File: config.mk
export PLATFORM = sky130hd
export DESIGN_NAME = usb_in_ep_ctrl
export DESIGN_NICKNAME = d
export VERILOG_FILES = /design/src/rtl/usb_in_ep_pkg.sv /design/src/rtl/usb_in_nak_fsm.sv /design/src/rtl/usb_in_ep_arm.sv /design/src/rtl/usb_in_reply_sel.sv /design/src/rtl/usb_in_ep_ctrl.sv
export SDC_FILE = /design/constraint.sdc
export NUM_CORES = 1
export LEC_CHECK = 0
export BUFFER_PORTS_ARGS = -buffer_cell sky130_fd_sc_hd__buf_4
export CAP_MARGIN = 20
export CELL_PAD_IN_SITES_DETAIL_PLACEMENT = 1
export CELL_PAD_IN_SITES_GLOBAL_PLACEMENT = 2
export CORE_ASPECT_RATIO = 0.8
export CORE_MARGIN = 2
export CORE_UTILIZATION = 23
export DETAILED_ROUTE_END_ITERATION = 6
export PLACE_DENSITY = 0.8
export SLEW_MARGIN = 20
export SYNTH_ARGS = -nofsm -noshare
export SYNTH_HDL_FRONTEND = slang
export SYNTH_SLANG_ARGS = --single-unit
File: constraint.sdc
create_clock -name clk -period 1.6 [get_ports clk]
set_input_delay 0.08 -clock clk [delete_from_list [all_inputs] [get_ports clk]]
set_output_delay 0.08 -clock clk [all_outputs]
set_load 0.02 [all_outputs]
File: src/rtl/usb_in_ep_pkg.sv
package usb_in_ep_pkg;

    typedef enum logic [1:0] {
        RPL_NONE = 2'd0,
        RPL_DATA = 2'd1,
        RPL_ZLP  = 2'd2,
        RPL_NAK  = 2'd3
    } reply_e;

    typedef enum logic [1:0] {
        NK_OFF    = 2'd0,
        NK_ARMING = 2'd1,
        NK_ON     = 2'd2
    } nak_state_e;

    typedef enum logic {
        EP_IDLE  = 1'b0,
        EP_ARMED = 1'b1
    } ep_state_e;

endpackage

File: src/rtl/usb_in_nak_fsm.sv
module usb_in_nak_fsm
    import usb_in_ep_pkg::*;
(
    input  logic clk,
    input  logic rst_n,
    input  logic set_nak,
    input  logic clear_nak,
    output logic nak_mode,
    output logic nak_eff
);

    nak_state_e state_q, state_d;

    always_ff @(posedge clk) begin
        if (!rst_n) state_q <= NK_OFF;
        else        state_q <= state_d;
    end

    always_comb begin
        state_d = state_q;
        unique case (state_q)
            NK_OFF:    if (set_nak) state_d = NK_ARMING;
            NK_ARMING: if (set_nak || !clear_nak) state_d = NK_ON;
                       else state_d = NK_OFF;
            NK_ON:     if (!set_nak && clear_nak) state_d = NK_OFF;
            default:   state_d = NK_OFF;
        endcase
    end

    always_comb begin
        nak_mode = (state_q != NK_OFF);
        nak_eff  = (state_q == NK_ON);
    end

    a_r7_set_enters: assert property (@(posedge clk) disable iff (!rst_n)
        set_nak |=> nak_mode);
    a_r8_clear_leaves: assert property (@(posedge clk) disable iff (!rst_n)
        (clear_nak && !set_nak) |=> (!nak_mode && !nak_eff));
    a_r7_eff_follows_mode: assert property (@(posedge clk) disable iff (!rst_n)
        $rose(nak_eff) |-> $past(nak_mode));

endmodule

File: src/rtl/usb_in_ep_arm.sv
module usb_in_ep_arm
    import usb_in_ep_pkg::*;
#(
    parameter int CNT_W = 4
) (
    input  logic             clk,
    input  logic             rst_n,
    input  logic             enable,
    input  logic [CNT_W-1:0] count_load,
    input  logic             consume,
    output logic             armed,
    output logic             done
);

    localparam logic [CNT_W-1:0] ONE = CNT_W'(1);

    ep_state_e        state_q, state_d;
    logic [CNT_W-1:0] cnt_q, cnt_d;
    logic             done_q, done_d;

    always_ff @(posedge clk) begin
        if (!rst_n) begin
            state_q <= EP_IDLE;
            cnt_q   <= '0;
            done_q  <= 1'b0;
        end else begin
            state_q <= state_d;
            cnt_q   <= cnt_d;
            done_q  <= done_d;
        end
    end

    always_comb begin
        state_d = state_q;
        cnt_d   = cnt_q;
        done_d  = 1'b0;
        unique case (state_q)
            EP_IDLE: begin
                if (enable && (count_load != '0)) begin
                    state_d = EP_ARMED;
                    cnt_d   = count_load;
                end
            end
            EP_ARMED: begin
                if (consume) begin
                    if (cnt_q == ONE) begin
                        state_d = EP_IDLE;
                        done_d  = 1'b1;
                    end
                    cnt_d = cnt_q - ONE;
                end
            end
            default: state_d = EP_IDLE;
        endcase
    end

    always_comb begin
        armed = (state_q == EP_ARMED);
        done  = done_q;
    end

    a_r10_done_single: assert property (@(posedge clk) disable iff (!rst_n)
        done |=> !done);
    a_r10_done_disarms: assert property (@(posedge clk) disable iff (!rst_n)
        done |-> !armed);
    a_r9_arm_cause: assert property (@(posedge clk) disable iff (!rst_n)
        $rose(armed) |-> ($past(enable) && ($past(count_load) != '0)));

endmodule

File: src/rtl/usb_in_reply_sel.sv
module usb_in_reply_sel
    import usb_in_ep_pkg::*;
#(
    parameter int FIFO_W = 8
) (
    input  logic              clk,
    input  logic              rst_n,
    input  logic              token,
    input  logic              iso,
    input  logic [FIFO_W-1:0] fifo_words,
    input  logic [FIFO_W-1:0] pkt_words,
    input  logic              armed,
    input  logic              nak_mode,
    output reply_e            reply,
    output logic              consume
);

    reply_e reply_d, reply_q;
    logic   short_fifo;

    always_comb begin
        short_fifo = (fifo_words < pkt_words);
        reply_d    = RPL_NONE;
        consume    = 1'b0;
        if (!token) begin
            reply_d = RPL_NONE;
        end else if (nak_mode) begin
            reply_d = iso ? RPL_ZLP : RPL_NAK;
        end else if (!armed) begin
            reply_d = iso ? RPL_NONE : RPL_NAK;
        end else if (pkt_words == '0) begin
            reply_d = RPL_ZLP;
            consume = 1'b1;
        end else if (!short_fifo) begin
            reply_d = RPL_DATA;
            consume = 1'b1;
        end else begin
            reply_d = iso ? RPL_ZLP : RPL_NAK;
        end
    end

    always_ff @(posedge clk) begin
        if (!rst_n) reply_q <= RPL_NONE;
        else        reply_q <= reply_d;
    end

    assign reply = reply_q;

    a_r6_nak_blocks_data: assert property (@(posedge clk) disable iff (!rst_n)
        (token && nak_mode) |=> (reply != RPL_DATA));
    a_r2_whole_packet: assert property (@(posedge clk) disable iff (!rst_n)
        (token && (pkt_words != '0) && (fifo_words < pkt_words)) |=> (reply != RPL_DATA));
    a_r11_quiet: assert property (@(posedge clk) disable iff (!rst_n)
        !token |=> (reply == RPL_NONE));

endmodule

File: src/rtl/usb_in_ep_ctrl.sv
module usb_in_ep_ctrl
    import usb_in_ep_pkg::*;
#(
    parameter int FIFO_W = 8,
    parameter int CNT_W  = 4
) (
    input  logic              clk,
    input  logic              rst_n,
    input  logic              token_i,
    input  logic              iso_i,
    input  logic [FIFO_W-1:0] fifo_words_i,
    input  logic [FIFO_W-1:0] pkt_words_i,
    input  logic              ep_enable_i,
    input  logic [CNT_W-1:0]  pkt_count_i,
    input  logic              set_nak_i,
    input  logic              clear_nak_i,
    output logic [1:0]        reply_o,
    output logic              ep_armed_o,
    output logic              nak_mode_o,
    output logic              nak_eff_o,
    output logic              xfer_done_o
);

    logic   nak_mode, armed, consume;
    reply_e reply;

    usb_in_nak_fsm u_nak (
        .clk       (clk),
        .rst_n     (rst_n),
        .set_nak   (set_nak_i),
        .clear_nak (clear_nak_i),
        .nak_mode  (nak_mode),
        .nak_eff   (nak_eff_o)
    );

    usb_in_ep_arm #(.CNT_W(CNT_W)) u_arm (
        .clk        (clk),
        .rst_n      (rst_n),
        .enable     (ep_enable_i),
        .count_load (pkt_count_i),
        .consume    (consume),
        .armed      (armed),
        .done       (xfer_done_o)
    );

    usb_in_reply_sel #(.FIFO_W(FIFO_W)) u_sel (
        .clk        (clk),
        .rst_n      (rst_n),
        .token      (token_i),
        .iso        (iso_i),
        .fifo_words (fifo_words_i),
        .pkt_words  (pkt_words_i),
        .armed      (armed),
        .nak_mode   (nak_mode),
        .reply      (reply),
        .consume    (consume)
    );

    assign reply_o    = reply;
    assign ep_armed_o = armed;
    assign nak_mode_o = nak_mode;

endmodule

Word-level counts from Yosys, hierarchy flattened
Index checks and enable logic that the tools add are counted.
Operators by class
  add/subtract/negate cells: 1
  order comparisons: 1
  muxes and demuxes: 23
  reduce and logical (&&, ||, !) cells: 13
  equality and inequality tests: 7
  bitwise gates (word level): 1
Operators by type and width (number)
  $mux 2: 8
  $mux 1: 10
  $logic_not 8->1: 1
  $lt 8x8->1: 1
  $mux 4: 2
  $pmux 4 s2: 1
  $pmux 2 s3: 1
  $reduce_and 2->1: 3
  $eq 4x1->1 const B: 1
  $ne 2x1->1 const B: 2
  $ne 2x2->1 const B: 2
  $reduce_bool 4->1: 1
  $sub 4x1->4 const B: 1
  $reduce_and 3->1: 1
  $eq 2x1->1 const B: 1
  $eq 2x2->1 const B: 1
  $logic_and 1x1->1: 2
  $logic_not 1->1: 2
  $logic_not 2->1: 1
  $pmux 1 s2: 1
  $reduce_bool 2->1: 1
  $logic_or 1x1->1: 1
  $not 1->1: 1
Word-level totals
  word-level logic and storage cells: 51
  bits in registers: 10
  bits of input ports: 27

Logic depth before layout (Yosys ltp)
  word-level depth: 8
  gate-level depth with buffers: 7
  gate-level depth less buffers: 7

Cells and area by module
A second synthesis with hierarchy kept.
Second synthesis, totals
  cells, all modules: 93
  area, all modules: 748.2 um^2
Modules (own cells, without submodules)
  usb_in_ep_arm: times used 1, cells each 43, sequential area each 120.1 um^2, area an instance 361.6 um^2
  usb_in_reply_sel: times used 1, cells each 41, sequential area each 40.0 um^2, area an instance 302.8 um^2
  usb_in_nak_fsm: times used 1, cells each 9, sequential area each 40.0 um^2, area an instance 83.8 um^2

Worst setup path before layout
OpenSTA, ideal clock, no wires.
  path kind: input -> register
  start: in pkt_words_i[2]
  end: reg u_arm.cnt_q[2]
  arrival time: 1.503 ns
  setup slack: -0.021 ns
  data required time: 1.483 ns
  cell stages on the path: 7
  setup time: 0.117 ns
  cell sequence: inv_1 -> ha_1 -> a211oi_1 -> o21ai_1 -> a2111oi_4 -> nor2_1 -> a32o_1
On the way
  word-level cells in the longest chain between the ends: 8
  elaborated cells between the ends (all ways): 9
  classes of those cells: order compare: 1; eq/ne: 1; mux: 5; reduce/logical: 2
RTL lines
  start: declaration: RTL line usb_in_ep_ctrl.sv:12  | input logic [FIFO_W-1:0] pkt_words_i,
  $lt 8x8->1: RTL line usb_in_reply_sel.sv:22  | short_fifo = (fifo_words < pkt_words);
  $mux 1: RTL line usb_in_reply_sel.sv:34  | end else if (!short_fifo) begin
  $mux 1 (*): RTL line usb_in_reply_sel.sv:31  | end else if (pkt_words == '0) begin
  $mux 1 (*): RTL line usb_in_reply_sel.sv:29  | end else if (!armed) begin
  $mux 1 (*): RTL line usb_in_reply_sel.sv:27  | end else if (nak_mode) begin
  $mux 1 (*): RTL line usb_in_reply_sel.sv:25  | if (!token) begin
  $ne 2x2->1 (no line) (*)
  $reduce_and 2->1 (no line) (*)
  end signal: assignment: RTL line usb_in_ep_arm.sv:28  | cnt_q <= cnt_d;
  end: declaration: RTL line usb_in_ep_arm.sv:18  | logic [CNT_W-1:0] cnt_q, cnt_d;
Mark *: on every way between the ends. The rest lies on a longest branch, timed or not.
A chain may end at the register's enable or synchronous reset.

Worst setup path after layout
  start: in fifo_words_i[2]
  end: reg u_arm.cnt_q[3]
On the way
  word-level cells in the longest chain between the ends: 8
RTL lines
  start: declaration: RTL line usb_in_ep_ctrl.sv:11  | input logic [FIFO_W-1:0] fifo_words_i,
  $lt 8x8->1: RTL line usb_in_reply_sel.sv:22
  $mux 1: RTL line usb_in_reply_sel.sv:34
  $mux 1: RTL line usb_in_reply_sel.sv:31
  $mux 1: RTL line usb_in_reply_sel.sv:29
  $mux 1: RTL line usb_in_reply_sel.sv:27
  $mux 1: RTL line usb_in_reply_sel.sv:25
  $ne 2x2->1 (no line)
  $reduce_and 2->1 (no line)
Every way passes these cells.

==> summary.txt <==
GRT
  • Vias in the first global route: 852
  • Total track usage: 0.121
  • Initial antenna violation count: 0
  • Gr ovfl total: 0
  • First-pass GRT wire length: 3820 um
  • Largest net degree at the start of global routing: 12

Synthesis
  • Mapped cell area: 802 um2
  • Post-synthesis register bit count: 10
  • Synth Area per Inst: 8.27 um2
  • Yosys Warn Count: 0
  • Mapped Cells: 97
  • Count of different cell masters after synthesis: 37
  • Syn nets: 133
  • Sequential-to-total area share from yosys stat: 0.250

Drt
  • Initial DRC count: 12
  • First-pass DRT Iterations: 4
  • Post-detailed-route wirelength per cell: 12.5 um
  • # DRC: 0
  • Routed Antenna Nets: 0
  • Final wirelength: 2350 um
  • Avg Vias per Cell: 4.56
  • Vias: 862

Layout
  • Non-filler instance count after layout: 189
  • Finished Cell Area: 0.00131 mm2
  • Net total in the final layout: 184
  • P&R area growth vs syn: 62.9%
  • Share of cells above drive strength 1: 0.463
  • Diode count: 0

Setup path
  • CP Class: in2reg
  • CP Launch Type: input pin
  • CP required: 1740 ps
  • R2R cell count: 5
  • Crit path arrival time: 1650 ps
  • Crit path capture type: flop
  • Worst Path Max Fanout: 3

Power and ir drop
  • PwrDens: 723 mW/mm2
  • Maximum VDD drop: 0.000336 V
  • Static Leak: 0.622 nW
  • Final Power: 944 uW

Status
  • Status: finished clean

STA
  • Hold violation total from the final report: 0
  • Max-slew headroom: 0.763
  • Fin. max-slew vios: 0
  • Worst slew pin tran: 352 ps
  • RSZ-0062 raised after global routing: false
  • Max Clock Skew: 0.356 ps
  • Fin crit share: 0.943
  • Setup TNS: 0 ps
  • Clock period minus worst slack: 1510 ps
  • FMAX: 0.663 GHz
  • # setup viols final: 0

Die
  • Starting Density: 0.238
  • Core Area: 0.00338 mm2
  • Die W: 70.0 um
  • Area of the die: 0.00398 mm2
  • Site Rows: 19
  • Die H: 56.8 um
  • IO Pins: 33

Clock tree
  • Reg clk slew, reported paths: 50 ps
  • CTS Buf Count: 3
  • Post-CTS Hold Buffers: 0
  • Clock Path Buffers: 2
  • CTS H-tree depth: 1
  • CTS Root Cell: clkbuf_8
  • Worst-skew pair later-pin latency: 240 ps
  • TritonCTS clock tree: yes
  • Number of clock sinks: 10

Min path
  • Hold path cells: 2
  • Hold crit path type: in2reg

Placement
  • Hpwl dp: 1950 um
  • Gpl congestion: 0.802
  • Cell Area, Placed: 0.00119 mm2
  • Input/output buffers: 32
  • Placed instance count: 183

Run
  • Max-cap violations: 0
-- critical path: stages --
cell	delay, ps
buf_4	110
ha_1	310
a211oi_2	220
o21ai_2	110
a2111oi_4	410
buf_4	180
nor3_1	50
o21a_1	180
-- cell type report --
cell class,count,area (um2)
clock buffer,4,55.1
tap,42,52.6
fill,416,2070
inverter,14,52.6
sequential,10,201
timing repair buffer,48,360
multi-input combinational,71,584
-- final timing paths --
path                                 startpoint                       endpoint  slack (ps)
setup reg to reg  u_nak.state_q[1]$_SDFFE_PN0P_    u_arm.cnt_q[0]$_SDFFE_PN0P_         110
hold reg to reg     u_arm.cnt_q[1]$_SDFFE_PN0P_    u_arm.cnt_q[1]$_SDFFE_PN0P_         520
setup / recovery                fifo_words_i[2]    u_arm.cnt_q[3]$_SDFFE_PN0P_          90
hold / removal                        set_nak_i  u_nak.state_q[0]$_SDFFE_PN0P_          70
-- power breakdown --
group	total, mW	switching, mW	internal, mW
combinational	0.324	0.150	0.174
sequential	0.290	0.0205	0.269
clock	0.330	0.113	0.218
-- per-stage QoR --
step	hold slack (ps)	util	setup slack [ps]
finish	73.6	0.387	90.7
global placement	317	0.353	-156
floorplan	221	-	18.9
CTS	72.5	0.370	18.7
global route	80.7	0.387	0.231
detailed placement	323	0.353	-227
-- what timing repair did --
item	4_1_cts	5_1_grt
endpoints found under the setup margin	0	3
resized for setup	0	8
buffers inserted	0	2
-- layout by cell type (no fill, tap or decap), types with 2 or more instances in the layout --
master	Yosys	final
o21ai_2	0	2
a21oi_1	6	6
clkbuf_8	0	4
inv_1	14	14
o21a_1	2	2
nand2_1	10	9
buf_4	0	48
nor2b_1	4	4
mux2i_1	2	2
nor2_1	5	5
dfxtp_1	10	9
o22ai_1	2	2
o21ai_0	2	2
nor4_2	3	2
ha_1	9	8
nor3_1	2	2
-- cells in the mapped netlist --
cell type,number,share of area
inv_1,14,0.066
dfxtp_1,10,0.25
nand2_1,10,0.047
ha_1,9,0.14
a21oi_1,6,0.037
nor2_1,5,0.023
nor2b_1,4,0.031
nor4_2,3,0.047
clkbuf_1,2,0.0094
mux2i_1,2,0.025
nor3_1,2,0.012
o21a_1,2,0.019
o21ai_0,2,0.012
o21ai_1,2,0.012
o22ai_1,2,0.016
a2111oi_4,1,0.034
a211o_2,1,0.012
a211oi_1,1,0.0094
a21boi_1,1,0.0094
a32o_1,1,0.012
and2_1,1,0.0078
and2_2,1,0.0094
and2b_1,1,0.0094
and3_1,1,0.0078
and4_1,1,0.011
nand3_1,1,0.0062
nor2_2,1,0.0078
nor3_2,1,0.012
nor3b_1,1,0.0094
nor3b_4,1,0.023
nor4_1,1,0.0078
o211ai_1,1,0.0094
o31a_1,1,0.011
o31a_2,1,0.012
o31ai_1,1,0.0094
or4_1,1,0.0094
xnor2_1,1,0.011
-- registers in the layout (all words and copies together), names as in the netlist --
name           flops
u_arm.armed        1
u_arm.cnt_q        4
u_arm.done         1
u_nak.state_q      2
u_sel.reply        2
-- kinds of logic (layout without fill, tap and decap cells) --
kind of cell,count (synthesis),after routing,share of synthesized area
AND/OR/NAND/NOR,36,36,0.282
AO/OA/AOI/OAI,23,23,0.217
multiplexers,2,2,0.0250
XOR/XNOR,1,1,0.0109
buffers and inverters,16,66,0.0749
flip-flops,10,10,0.250
adder cells (fa/ha/maj),9,9,0.140
-- layer usage --
metal  up-vias  wire length [um]  global-route usage
met5         -                 0                   0
met4         0                 9              0.0330
met3         2               123              0.0323
met2        21              1130               0.203
met1       398              1090               0.154
li1        441                 -                   -
(Power assumes the default switching activity.)
